### src/rtl/i2cw_pkg.sv
package i2cw_pkg;
  typedef enum logic [2:0] {
    ST_IDLE, ST_START, ST_HOLD, ST_LOW, ST_HIGH, ST_STOP_A, ST_STOP_B
  } st_e;
endpackage

### src/rtl/i2cw_div.sv
module i2cw_div #(
  parameter int DIV_W = 8
) (
  input  logic             clk_i,
  input  logic             rst_ni,
  input  logic             en_i,
  input  logic [DIV_W-1:0] half_i,
  output logic             tick_o
);
  logic [DIV_W-1:0] cnt_q;

  assign tick_o = en_i && (cnt_q == half_i);

  // restarts at every phase boundary so each half-period is exact
  always_ff @(posedge clk_i or negedge rst_ni) begin
    if (!rst_ni)                cnt_q <= '0;
    else if (!en_i || tick_o)   cnt_q <= '0;
    else                        cnt_q <= cnt_q + 1'b1;
  end
endmodule

### src/rtl/i2cw_shift.sv
module i2cw_shift #(
  parameter int W  = 8,
  parameter int CW = $clog2(W)
) (
  input  logic          clk_i,
  input  logic          rst_ni,
  input  logic          arm_i,
  input  logic [CW-1:0] code_i,
  input  logic          load_i,
  input  logic [W-1:0]  data_i,
  input  logic          shift_i,
  input  logic          bit_i,
  output logic [W-1:0]  data_o,
  output logic          msb_o,
  output logic          last_o
);
  localparam int LW = $clog2(W + 1);

  logic [W-1:0]  sh_q;
  logic [LW-1:0] left_q;

  assign data_o = sh_q;
  assign msb_o  = sh_q[W-1];
  assign last_o = (left_q == LW'(1));

  always_ff @(posedge clk_i or negedge rst_ni) begin
    if (!rst_ni) begin
      sh_q   <= '0;
      left_q <= '0;
    end else begin
      if (load_i)       sh_q <= data_i;
      else if (shift_i) sh_q <= {sh_q[W-2:0], bit_i};
      if (arm_i)        left_q <= (code_i == '0) ? LW'(W) : LW'(code_i);
      else if (shift_i) left_q <= left_q - 1'b1;
    end
  end

  p_left_range_r5: assert property (@(posedge clk_i) disable iff (!rst_ni)
    left_q <= LW'(W));
  p_shift_counts_r5: assert property (@(posedge clk_i) disable iff (!rst_ni)
    (shift_i && !arm_i) |=> left_q == $past(left_q) - 1'b1);
endmodule

### src/rtl/i2c_word_master.sv
module i2c_word_master #(
  parameter  int W     = 8,
  parameter  int DIV_W = 8,
  localparam int CW    = $clog2(W)
) (
  input  logic             clk_i,
  input  logic             rst_ni,
  input  logic [DIV_W-1:0] half_per_i,
  input  logic [CW-1:0]    bit_code_i,
  input  logic             ack_en_i,
  input  logic             tx_mode_i,
  input  logic             start_i,
  input  logic             stop_i,
  input  logic             wr_i,
  input  logic [W-1:0]     wr_data_i,
  input  logic             set_pin_i,
  output logic [W-1:0]     rd_data_o,
  output logic             pin_o,
  output logic             lrb_o,
  output logic             mst_o,
  output logic             trx_o,
  output logic             irq_o,
  output logic             scl_o,
  output logic             sda_oe_o,
  input  logic             sda_i
);
  import i2cw_pkg::*;

  st_e  st;
  logic pin_q, mst_q, trx_q, lrb_q, irq_q, ack_q, ack_ph;
  logic tick, div_en, hold, go_wr, go_rx, go_word, go_stop;
  logic shift, last, msb, bit_oe;

  assign hold    = (st == ST_HOLD);
  assign go_wr   = hold && wr_i;
  assign go_rx   = hold && !wr_i && set_pin_i && !tx_mode_i;
  assign go_word = go_wr || go_rx;
  assign go_stop = hold && stop_i && !go_word;
  assign div_en  = (st == ST_START) || (st == ST_LOW) || (st == ST_HIGH) ||
                   (st == ST_STOP_A) || (st == ST_STOP_B);
  assign shift   = (st == ST_HIGH) && tick && !ack_ph;

  i2cw_div #(.DIV_W(DIV_W)) u_div (
    .clk_i (clk_i), .rst_ni (rst_ni), .en_i (div_en),
    .half_i(half_per_i), .tick_o (tick)
  );

  i2cw_shift #(.W(W), .CW(CW)) u_shift (
    .clk_i  (clk_i),   .rst_ni (rst_ni),
    .arm_i  (go_word), .code_i (bit_code_i),
    .load_i (go_wr),   .data_i (wr_data_i),
    .shift_i(shift),   .bit_i  (sda_i),
    .data_o (rd_data_o), .msb_o (msb), .last_o (last)
  );

  always_ff @(posedge clk_i or negedge rst_ni) begin
    if (!rst_ni) begin
      st     <= ST_IDLE;
      pin_q  <= 1'b0;
      mst_q  <= 1'b0;
      trx_q  <= 1'b0;
      lrb_q  <= 1'b0;
      irq_q  <= 1'b0;
      ack_q  <= 1'b0;
      ack_ph <= 1'b0;
    end else begin
      irq_q <= 1'b0;
      unique case (st)
        ST_IDLE: if (start_i) begin
          st    <= ST_START;
          mst_q <= 1'b1;
        end
        ST_START: if (tick) st <= ST_HOLD;
        ST_HOLD: begin
          if (go_word) begin
            st     <= ST_LOW;
            pin_q  <= 1'b1;
            trx_q  <= tx_mode_i;
            ack_q  <= ack_en_i;
            ack_ph <= 1'b0;
          end else if (go_stop) begin
            st <= ST_STOP_A;
          end
        end
        ST_LOW: if (tick) st <= ST_HIGH;
        ST_HIGH: if (tick) begin
          if (ack_ph) begin
            if (trx_q) lrb_q <= sda_i;
            st    <= ST_HOLD;
            pin_q <= 1'b0;
            irq_q <= 1'b1;
          end else if (!last) begin
            st <= ST_LOW;
          end else if (ack_q) begin
            ack_ph <= 1'b1;
            st     <= ST_LOW;
          end else begin
            st    <= ST_HOLD;
            pin_q <= 1'b0;
            irq_q <= 1'b1;
          end
        end
        ST_STOP_A: if (tick) st <= ST_STOP_B;
        ST_STOP_B: if (tick) begin
          st    <= ST_IDLE;
          mst_q <= 1'b0;
        end
        default: st <= ST_IDLE;
      endcase
    end
  end

  // transmitter releases on the ack clock, receiver pulls low to acknowledge
  assign bit_oe = ack_ph ? !trx_q : (trx_q && !msb);

  always_comb begin
    scl_o    = 1'b1;
    sda_oe_o = 1'b0;
    unique case (st)
      ST_IDLE:   ;
      ST_START:  sda_oe_o = 1'b1;
      ST_HOLD:   begin scl_o = 1'b0; sda_oe_o = 1'b1; end
      ST_LOW:    begin scl_o = 1'b0; sda_oe_o = bit_oe; end
      ST_HIGH:   sda_oe_o = bit_oe;
      ST_STOP_A: begin scl_o = 1'b0; sda_oe_o = 1'b1; end
      ST_STOP_B: sda_oe_o = 1'b1;
      default:   ;
    endcase
  end

  assign pin_o = pin_q;
  assign mst_o = mst_q;
  assign trx_o = trx_q;
  assign lrb_o = lrb_q;
  assign irq_o = irq_q;

  p_sda_stable_r4: assert property (@(posedge clk_i) disable iff (!rst_ni)
    (scl_o && $past(scl_o) && mst_o && $past(mst_o)) |-> $stable(sda_oe_o));
  p_pin_cause_r3: assert property (@(posedge clk_i) disable iff (!rst_ni)
    $rose(pin_o) |-> $past(wr_i || set_pin_i));
  p_irq_hold_r8: assert property (@(posedge clk_i) disable iff (!rst_ni)
    irq_o |-> (!pin_o && !scl_o && sda_oe_o && mst_o));
  p_stop_end_r10: assert property (@(posedge clk_i) disable iff (!rst_ni)
    $fell(mst_o) |-> (scl_o && !sda_oe_o && !pin_o));
  p_start_cause_r2: assert property (@(posedge clk_i) disable iff (!rst_ni)
    $rose(mst_o) |-> $past(start_i));
endmodule

### config.mk
export PLATFORM = sky130hd
export DESIGN_NAME = i2c_word_master
export DESIGN_NICKNAME = d
export VERILOG_FILES = /design/src/rtl/i2cw_pkg.sv /design/src/rtl/i2cw_div.sv /design/src/rtl/i2cw_shift.sv /design/src/rtl/i2c_word_master.sv
export SDC_FILE = /design/constraint.sdc
export NUM_CORES = 1
export LEC_CHECK = 0
export BUFFER_PORTS_ARGS = -buffer_cell sky130_fd_sc_hd__buf_2
export CORE_ASPECT_RATIO = 1.25
export CORE_MARGIN = 4
export CORE_UTILIZATION = 50
export DETAILED_ROUTE_END_ITERATION = 8
export GPL_TIMING_DRIVEN = 0
export PLACE_DENSITY_LB_ADDON = 0.25
export SYNTH_ARGS = -nofsm -noshare
export SYNTH_HDL_FRONTEND = slang
export SYNTH_SLANG_ARGS = --single-unit
### constraint.sdc
create_clock -name clk_i -period 2.3 [get_ports clk_i]
set_input_delay 0.23 -clock clk_i [delete_from_list [all_inputs] [get_ports clk_i]]
set_output_delay 0.23 -clock clk_i [all_outputs]
set_load 0.02 [all_outputs]
# Yosys cells after proc, flatten, opt, wreduce, memory -nomap -nowiden
# Index checks and enable logic that the tools add are counted.
# totals
out_inout_bits	15
inputBits	28
reg_bits	30
word_cells	110
# op_classes
muxes	41
reduce_logical	38
n_eq_ne	18
addsub	2
# ops
cell	n
$mux W3	8
$mux W8	3
$mux W1	22
$pmux W3 S7	1
$mux W4	3
$ne A2 B2 Y1 const B	6
$logic_and A1 B1 Y1	10
$eq A3 B3 Y1 const B	3
$add A8 B1 Y8 const B	1
$eq A8 B8 Y1	1
$pmux W1 S2	4
$reduce_bool A2 Y1	4
$logic_not A1 Y1	7
$reduce_and A7 Y1	1
$eq A3 B2 Y1 const B	2
$logic_not A3 Y1	2
$logic_or A1 B1 Y1	6
$ne A3 B3 Y1 const B	2
$reduce_and A3 Y1	2
$reduce_and A5 Y1	1
$eq A4 B1 Y1 const B	1
$reduce_and A4 Y1	1
$reduce_or A4 Y1	1
$sub A4 B1 Y4 const B	1
6 further kinds	6

# Logic depth before layout (Yosys ltp)
# Gate-level depths: netlist of run 1.
# logic_depth
depth_word	10
depth_mapped	7
mapped_depth_nobuf	7

# By module
# Synthesis of run 1 repeated with hierarchy kept, for this count alone.
# hier_totals
cells_unflattened	167
hier_area_um2	1741.7
# by_module_without_submodules
module	area_each_um2	cells_each	seq_area_each_um2	n_inst
i2c_word_master	621.8	63	250.2	1
i2cw_shift	619.3	58	300.3	1
i2cw_div	500.5	46	200.2	1

# Worst setup path before layout of run 1
# Ideal clock, no wire load.
# synth_path
path_type	flip-flop to flip-flop
start	register u_div.cnt_q[5]
end	register st[1]
arrival_time_ps	1653
period_less_slack_ps	1777
path_stages_with_launch	7
setup_slack_ps	523
t_required_ps	2176
n_path_buf	1
setup_ps	124
cell_sequence	dfrtp_1 xnor2_1 nand4_1 or3_1 buf_6 a21o_1 a211o_1
# synth_between
elab_chain_cells	4
elab_cells_between_ends	8
cone_classes	eq/ne (6); reduce/logical (2)
# synth_rtl
element	line	text
start: declaration	i2cw_div.sv:10	logic [DIV_W-1:0] cnt_q;
start signal: assignment	i2cw_div.sv:18	else cnt_q <= cnt_q + 1'b1;
$eq A8 B8 Y1 *	i2cw_div.sv:12	assign tick_o = en_i && (cnt_q == half_i);
$logic_and A1 B1 Y1 *	i2cw_div.sv:12	
$ne A2 B2 Y1 (no line)	n/a	
$reduce_and A7 Y1 (no line) *	n/a	
end signal: assignment	i2c_word_master.sv:58	st <= ST_IDLE;
end signal: assignment	i2c_word_master.sv:70	st <= ST_START;
end signal: assignment	i2c_word_master.sv:73	ST_START: if (tick) st <= ST_HOLD;
end: declaration	i2c_word_master.sv:29	st_e st;
# Every way passes the cells marked *; elsewhere a longest branch is shown, timed or not.
# A chain may end at the register's enable or synchronous reset.

# Final worst setup path of run 1
# layout_path
start	register u_div.cnt_q[5]
end	register u_div.cnt_q[3]
# layout_between
elab_chain_cells	4
# layout_rtl
element	line	text
$eq A8 B8 Y1	i2cw_div.sv:12	
$logic_and A1 B1 Y1	i2cw_div.sv:12	
$logic_or A1 B1 Y1	i2cw_div.sv:17	else if (!en_i || tick_o) cnt_q <= '0;
$mux W8	i2cw_div.sv:17	
# No other way between the ends.

==> summary.txt, run 1 <==
Drt
  – Routed wire length: 3550 um
  – Routed vias/inst: 5.32
  – Vias: 1425
  – First-pass detailed-route iteration total: 4
  – DRC errors left: 0
  – ANT nets after route: 0
  – DR iter-0 viols: 71
  – Per-cell routed wire length: 13.2 um

Outcome
  – Status: complete, but fails checks
  – Violated checks: hold timing

Final layout
  – Fin area: 2030 um^2
  – Fraction of layout cells with a size suffix above 1: 26.0%
  – Final #Nets: 261
  – Syn-to-layout area delta: 20.7%
  – Diodes inserted: 0
  – Final Util: 63.0%
  – Layout Cells excl Fill: 268

STA
  – PnR worst setup slack: 0.379 ns
  – Final setup fails: 0
  – Final worst path period share: 83.5%
  – Worst hold slack: -0.0268 ns
  – Slew margin rel.: 46.8%
  – Min cycle time layout: 1.92 ns
  – Fmax: 520 MHz
  – Worst Skew: 0.00599 ns
  – RSZ-0062 raised after global routing: no
  – Hold Fails Final Rpt: 30
  – Fin. max-slew vios: 0
  – Worst Tran Pin Value: 0.795 ns
  – Setup Total Neg Slack: 0 ns

Clock tree
  – CTS clock-pin slew for the worst setup and hold paths: 0.06 ns
  – Post-CTS Hold Fix Bufs: 0
  – Clock latency on the worst-skew pair: 0.28 ns
  – CTS max path bufs: 2
  – TritonCTS Buffers: 5
  – Setup bufs post-CTS: 0
  – Clock Sinks: 30
  – Post-CTS sizing: 0
  – Root buffer cell: clkbuf_8
  – Max H-tree Level: 2
  – CTS tree: done

Critical path
  – CP Capture Type: flip-flop
  – Critical Path AT: 2.06 ns
  – Worst-path maximum fanout: 8
  – Data required time of the worst path: 2.44 ns
  – Crit start category: flip-flop
  – Setup CP Type: flip-flop to flip-flop

Logic synthesis
  – Synth top cells by count: 30 x dfrtp_1, 22 x nor2_1, 15 x nand2_1
  – Area contributors post-synth: dfrtp_1 45%, mux2i_1 5.3%, xnor2_1 5.2%
  – Yosys top cell area share: 44.6%
  – Syn Std Cell Area: 1680 um^2
  – Post-Synthesis Cells: 181
  – Syn Nets: 212
  – Avg Inst Size Synth: 9.30 um^2
  – Sequential fraction of the synthesis area: 44.6%
  – Post-synth cell types: 43
  – Most frequent cell after synthesis: dfrtp_1
  – Post-synth EDFFs: 0
  – YS warnings: 0
  – Synth Flop Type: dfrtp_1
  – Area leader, netlist: dfrtp_1
  – FFs w/ async S/R, synth: 100%
  – Seq cells post-synth: 30

Floorplanning
  – Starting Density: 52.3%
  – Die Span Y: 72.9 um
  – Die span in x: 59.9 um
  – Die area: 4370 um^2
  – Row cnt: 23
  – Ports: 43
  – Core area: 3220 um^2

Job
  – Maxcap violations: 0

Pwr
  – Maximum vdd drop: 644 uV
  – Cell Pwr Density: 780 nW/um^2
  – P_leak: 0.991 nW
  – Overall power: 1.59 mW

Global routing
  – Vias in the first global route: 1402
  – Congestion Overflow GR: 0
  – Largest net degree at the start of global routing: 31
  – M3 GR Usage: 6.19%
  – GR met2 Demand/Resource: 29.8%
  – First-pass GRT wire length: 6070 um
  – Initial antenna violation count: 0
  – GR peak layer: met2
  – Total Routing Usage GR: 18.3%
  – Met1 usage: 22.3%

Placed design
  – Dpl hpwl: 2650 um
  – Placed cell areas: 1940 um^2
  – DP Worst Slack: 0.355 ns
  – Buffers on Ports: 42
  – Gpl congestion: 0.798
  – Dpl cells: 260

Worst hold path
  – Class of the worst hold path: input port to asynchronous set/reset pin
-- power breakdown --
part | switching [mW] | internal [mW]
sequential | 0.0958 | 0.612
combinational | 0.238 | 0.200
clock | 0.198 | 0.241
total | 0.532 | 1.05
-- layout make-up --
class / instances / area (um^2)
Fill cell: 297 / 1190
Multi-Input combinational cell: 134 / 852
Sequential cell: 30 / 751
Timing Repair Buffer: 42 / 210
Clock buffer: 7 / 86.3
Buffer: 8 / 47.5
Tap cell: 37 / 46.3
Inverter: 9 / 33.8
Clock inverter: 1 / 5.00
-- registers in the layout (all words and copies together), names as in the netlist --
register / count
u_div.cnt_q: 8
st: 3
u_shift.data_o: 8
irq_o: 1
mst_o: 1
lrb_o: 1
pin_o: 1
trx_o: 1
ack_q: 1
u_shift.left_q: 4
ack_ph: 1
-- worst max-delay path: stages, from the launching register on --
cell and delay, ns:
dfrtp_1 0.43, xnor2_1 0.15, nand4_1 0.17, or3_1 0.42
buf_6 0.15, o211ai_1 0.33, nor2_1 0.12
-- cells in the final DEF (no fill, tap or decap), drive strengths merged, types with 2 or more instances in the layout --
cell | synthesis | routed
clkinv | 1 | 2
nand4 | 2 | 2
nor2 | 22 | 22
nor4 | 3 | 3
o211ai | 2 | 2
a21o | 2 | 2
or3 | 2 | 2
nand2 | 15 | 15
inv | 8 | 8
a21oi | 14 | 14
buf | 5 | 47
ha | 3 | 3
o21ai | 6 | 6
mux2i | 9 | 9
nor3b | 3 | 3
xnor2 | 10 | 10
o22ai | 2 | 2
nand3 | 7 | 7
xor2 | 5 | 5
mux2 | 3 | 3
clkbuf | 3 | 10
nor3 | 3 | 3
dfrtp | 30 | 30
nor2b | 4 | 4
and3 | 3 | 3
-- per-layer routing --
metal	wire [um]	vias to the layer above
met1	1580	657
met5	0	-
met4	44	0
met3	230	4
met2	1690	38
li1	-	726
-- cell families after synthesis --
kind of cell / after synthesis / synth area share [%]
simple gates: 69 / 20.1
compound gates: 35 / 13.1
flops: 30 / 44.6
buf+inv: 17 / 4.83
xor+xnor: 15 / 7.80
mux: 12 / 7.36
fa+ha+maj: 3 / 2.23
-- path summary, 6_finish.rpt --
| kind | start | endpoint | slack [ns] | depth (start not counted) |
|---|---|---|---|---|
| worst max-delay path | u_div.cnt_q[5]$_DFF_PN0_ | u_div.cnt_q[3]$_DFF_PN0_ | 0.38 | 6 |
| worst min-delay path | rst_ni | st[0]$_DFFE_PN0P_ | -0.03 | 1 |
| worst max register to register | u_div.cnt_q[5]$_DFF_PN0_ | u_div.cnt_q[3]$_DFF_PN0_ | 0.38 | 6 |
| worst min register to register | lrb_o$_DFFE_PN0P_ | lrb_o$_DFFE_PN0P_ | 0.51 | 1 |
| max in group asynchronous | rst_ni | u_shift.data_o[4]$_DFFE_PN0P_ | 1.89 | 1 |
| min in group clk_i | bit_code_i[1] | u_shift.left_q[1]$_DFFE_PN0P_ | 0.16 | 3 |
Note: power is estimated with default switching activity, not from simulation.
==> inputs of run 2 (changes only) <==
Settings changed: CORE_UTILIZATION 50 to 47.
Clock period 2.3 ns to 1.6 ns, I/O delays scaled along.
==> summary.txt, run 2 (synthesis gave the netlist of run 1 again) <==
Outcome
  – Status: complete, but fails checks
  – Violated checks: setup timing

Drt
  – Per-cell routed wire length: 15.0 um
  – DR iter-0 viols: 72
  – Routed wire length: 4240 um
  – DRC errors left: 0
  – Vias: 1551
  – Routed vias/inst: 5.48
  – ANT nets after route: 0
  – First-pass detailed-route iteration total: 4

Clock tree
  – TritonCTS Buffers: 5
  – CTS clock-pin slew for the worst setup and hold paths: 0.07 ns
  – Root buffer cell: clkbuf_8
  – Clock Sinks: 30
  – Max H-tree Level: 2
  – CTS tree: done
  – CTS max path bufs: 2
  – Clock latency on the worst-skew pair: 0.29 ns

Critical path
  – Worst-path maximum fanout: 7
  – Setup CP Type: flip-flop to flip-flop
  – Critical path origin: u_div.cnt_q[3]$_DFF_PN0_
  – Crit start category: flip-flop
  – Reg-to-reg startpoint: u_div.cnt_q[3]$_DFF_PN0_
  – Critical Path AT: 2.00 ns
  – CP Capture Type: flip-flop
  – Data required time of the worst path: 1.78 ns

Final layout
  – Fill count: 275
  – Diodes inserted: 0
  – Commonest non-fill, non-tap cell in the layout: buf_2
  – Syn-to-layout area delta: 42.1%
  – FF/Latch Area: 754 um^2
  – Final Util: 68.7%
  – Multi-input logic area: 1050 um^2
  – Final #Nets: 274
  – Fraction of layout cells with a size suffix above 1: 45.1%
  – Most frequent cells in the layout: 41 x buf_2, 27 x dfrtp_1, 13 x nand2_1, 13 x nor2_1, 13 x a21oi_1
  – Fin area: 2390 um^2

Pwr
  – P_leak: 1.18 nW
  – Overall power: 2.81 mW
  – Maximum vdd drop: 1060 uV
  – Cell Pwr Density: 1170 nW/um^2

Floorplanning
  – Die span in x: 61.5 um
  – Starting Density: 48.3%
  – Core area: 3480 um^2
  – Die area: 4610 um^2
  – Ports: 43
  – Die Span Y: 74.9 um
  – Row cnt: 24

Global routing
  – Congestion Overflow GR: 0
  – Vias in the first global route: 1475
  – Total Routing Usage GR: 19.3%
  – Largest net degree at the start of global routing: 31
  – First-pass GRT wire length: 6520 um
  – Initial antenna violation count: 0

STA
  – RSZ-0062 raised after global routing: yes
  – Worst Skew: 0.00688 ns
  – Final setup fails: 26
  – Slew margin rel.: 48.4%
  – Setup Total Neg Slack: -3.13 ns
  – Min cycle time layout: 1.82 ns
  – Fmax: 550 MHz
  – Worst hold slack: 0.0869 ns
  – Worst Tran Pin Value: 0.770 ns
  – Hold Fails Final Rpt: 0
  – PnR worst setup slack: -0.219 ns
  – Fin. max-slew vios: 0
  – Final worst path period share: 114%

Placed design
  – Gpl congestion: 0.814
  – Placed cell areas: 1980 um^2
  – Dpl hpwl: 2760 um
  – Buffers on Ports: 42

Worst hold path
  – HP Start: ack_en_i
  – Class of the worst hold path: input port to flip-flop

Job
  – Maxcap violations: 0
## run 2: changes by cell type in the layout (fill, tap and decap cells not counted), moves of 5 or more
cell and delta:
nor2_4 +5, buf_4 +10, buf_6 +7, nor2_1 -9
## run 2: through the flow
step	worst slack (ns)	instances
finish	-0.219	283
global route	-0.339	283
CTS	-0.201	281
detailed placement	-0.289	262
global placement	-0.291	262
floorplan	-0.137	181
## run 2: worst max-delay path: stages, from the launching register on
cell	delay, ns
dfrtp_2	0.44
xnor2_1	0.18
nand2_2	0.13
or3_1	0.39
buf_6	0.15
buf_4	0.13
a21o_2	0.20
o2bb2ai_2	0.11
## run 2: final cells by class
cell class              count  area share, %
clock inverters             3           1.67
inverters                   9           1.46
clock buffers               5           2.88
multi-input cells         134           43.7
flip-flops and latches     30           31.5
plain buffers               7           2.88
well taps                  39           2.04
repair buffers             56           13.9
## run 2: report_power, final
group,internal (mW),total [mW],switching (mW)
clock,0.458,0.762,0.305
combinational,0.514,0.999,0.485
sequential,0.888,1.04,0.156
## run 2: metal layers
metal	up-vias	global-route usage, %	wire length [um]
met2	33	32.5	2170
met5	-	0	0
li1	752	-	-
met1	755	22.5	1730
met4	0	8.25	111
met3	11	5.66	224
## run 2: repair_timing
| item | CTS | global route |
|---|---|---|
| gates resized for setup | 22 | 38 |
| pin swaps | 13 | 5 |
| hold endpoints to repair | 30 | 0 |
| cloned | 1 | 0 |
| setup endpoints to repair | 29 | 30 |
| buffers inserted | 9 | 3 |
| hold buffers | 1 | 0 |
## run 2: final timing paths
| kind | depth (start not counted) | endpoint | slack (ns) |
|---|---|---|---|
| max | 7 | st[2]$_DFFE_PN0P_ | -0.22 |
| min | 3 | ack_q$_DFFE_PN0P_ | 0.09 |
| max reg2reg | 7 | st[2]$_DFFE_PN0P_ | -0.22 |
| min reg2reg | 1 | lrb_o$_DFFE_PN0P_ | 0.51 |
| max in group asynchronous | 2 | u_div.cnt_q[0]$_DFF_PN0_ | 0.67 |
| min in group asynchronous | 2 | irq_o$_DFF_PN0_ | 0.44 |
==> inputs of run 3 (changes only) <==
Settings changed: CAP_MARGIN set to 25, CORE_ASPECT_RATIO 1.25 to 0.9.
==> summary.txt, run 3 (synthesis gave the netlist of run 1 again) <==
Placed design
  – Dpl hpwl: 2650 um
  – Gpl congestion: 0.763
  – Buffers on Ports: 42

Clock tree
  – Max H-tree Level: 2
  – TritonCTS Buffers: 5
  – CTS tree: done
  – Clock latency on the worst-skew pair: 0.28 ns
  – CTS clock-pin slew for the worst setup and hold paths: 0.07 ns
  – Clock Sinks: 30
  – CTS max path bufs: 2
  – Root buffer cell: clkbuf_8

Drt
  – Per-cell routed wire length: 15.4 um
  – Vias: 1639
  – DR iter-0 viols: 76
  – Routed vias/inst: 5.59
  – Routed wire length: 4520 um
  – DRC errors left: 0
  – ANT nets after route: 0
  – First-pass detailed-route iteration total: 4

Floorplanning
  – Die area: 4610 um^2
  – Die Span Y: 64.8 um
  – Die span in x: 71.1 um
  – Core area: 3400 um^2
  – Starting Density: 49.5%
  – Ports: 43
  – Row cnt: 20

Global routing
  – Largest net degree at the start of global routing: 31
  – Vias in the first global route: 1548
  – Initial antenna violation count: 0
  – Congestion Overflow GR: 0
  – Total Routing Usage GR: 19.4%
  – First-pass GRT wire length: 6930 um

STA
  – Hold Fails Final Rpt: 0
  – PnR worst setup slack: -0.279 ns
  – Fin. max-slew vios: 0
  – Worst Tran Pin Value: 0.668 ns
  – Fmax: 532 MHz
  – RSZ-0062 raised after global routing: yes
  – Worst hold slack: 0.106 ns
  – Min cycle time layout: 1.88 ns
  – Final setup fails: 27
  – Slew margin rel.: 55.4%
  – Worst Skew: 0.00650 ns
  – Final worst path period share: 117%

Job
  – Maxcap violations: 0

Final layout
  – Final Util: 71.9%
  – Final #Nets: 279
  – Commonest non-fill, non-tap cell in the layout: buf_2
  – Fraction of layout cells with a size suffix above 1: 44.2%
  – Syn-to-layout area delta: 45.4%
  – Most frequent cells in the layout: 42 x buf_2, 29 x dfrtp_1, 16 x buf_4
  – Diodes inserted: 0
  – Fill count: 231

Outcome
  – Status: complete, but fails checks
  – Violated checks: setup timing

Critical path
  – Worst path buffer plus inverter count: 2
  – Delay-heaviest family, CP: simple AND/OR/NAND/NOR gates
  – Worst-path cell chain: clkbuf_4 > nor2_4 > nand4_1 > nor4_4 > buf_6 > mux2i_1 > a21oi_1
  – Crit-path max cell delay: 0.36 ns
  – Slowest-stage cell, CP: dfrtp_1
  – Worst-path maximum fanout: 10
  – Critical Path AT: 2.03 ns
  – Data required time of the worst path: 1.75 ns
  – CP Capture Type: flip-flop
  – Crit start category: flip-flop
  – Setup CP Type: flip-flop to flip-flop

Worst hold path
  – Class of the worst hold path: input port to flip-flop

Pwr
  – P_int: 2.07 mW
  – P_leak: 1.22 nW
  – Seq pwr share: 33.0%
  – Switching Share: 30.9%
  – Cell Pwr Density: 1220 nW/um^2
  – Clk network pwr share: 31.8%
  – Maximum vdd drop: 896 uV
  – Overall power: 3.00 mW
  – Comb power frac: 35.1%
  – Psw: 927 uW
-- run 3: power groups by stage --
stage	Combinational (mW)	Sequential (mW)	Clock [mW]
6_report	1.05	0.990	0.954
2_1_floorplan	0.499	1.01	0
3_3_place_gp	0.655	1.03	0
4_1_cts	0.932	0.982	0.961
3_5_place_dp	0.665	1.03	0
5_1_grt	1.15	1.00	0.996
-- run 3: cell type report --
class	count	area, um^2	area share (%)
Multi-Input combinational cell	134	1030	42.3
Sequential cell	30	752	30.7
Timing Repair Buffer	61	367	15.0
Clock buffer	6	82.6	3.37
Buffer	7	61.3	2.50
Clock inverter	2	60.1	2.45
Tap cell	44	55.1	2.25
Inverter	9	36.3	1.48
-- run 3: tightest hold or removal path: stages --
cell and delay [ns]:
buf_2 0.09, nand2_1 0.04, o21ai_1 0.07
-- run 3: layer usage --
metal	part of all wire [%]	track usage [%]
met1	42	24.0
met3	4.1	4.96
met4	2.1	8.22
met5	0	0
met2	51	32.2
-- run 3: final timing paths --
| check | cells after the start | to | slack [ns] | start |
|---|---|---|---|---|
| max | 7 | u_shift.data_o[0]$_DFFE_PN0P_ | -0.28 | st[0]$_DFFE_PN0P_ |
| min | 3 | u_shift.left_q[0]$_DFFE_PN0P_ | 0.11 | bit_code_i[0] |
| max reg2reg | 7 | u_shift.data_o[0]$_DFFE_PN0P_ | -0.28 | st[0]$_DFFE_PN0P_ |
| min reg2reg | 1 | lrb_o$_DFFE_PN0P_ | 0.52 | lrb_o$_DFFE_PN0P_ |
| max in group asynchronous | 2 | u_div.cnt_q[2]$_DFF_PN0_ | 0.69 | rst_ni |
| min in group asynchronous | 2 | u_div.cnt_q[4]$_DFF_PN0_ | 0.44 | rst_ni |
-- run 3: what timing repair did --
| item | CTS | global route |
|---|---|---|
| gates resized for setup | 26 | 21 |
| pin swaps | 17 | 12 |
| setup buffers | 14 | 3 |
| cloned | 1 | 0 |
| endpoints found under the setup margin | 29 | 30 |
| hold buffers | 1 | 0 |
| endpoints found under the hold margin | 30 | 0 |
-- run 3: per-stage QoR --
stage	cells	TNS, ns	cell area [um^2]	setup WS, ns
2_1_floorplan	181	-0.539	1720	-0.137
3_3_place_gp	267	-5.13	1980	-0.293
3_5_place_dp	267	-5.63	1980	-0.340
4_1_cts	290	-2.91	2350	-0.209
5_1_grt	293	-6.84	2450	-0.379
6_report	293	-3.85	2450	-0.279
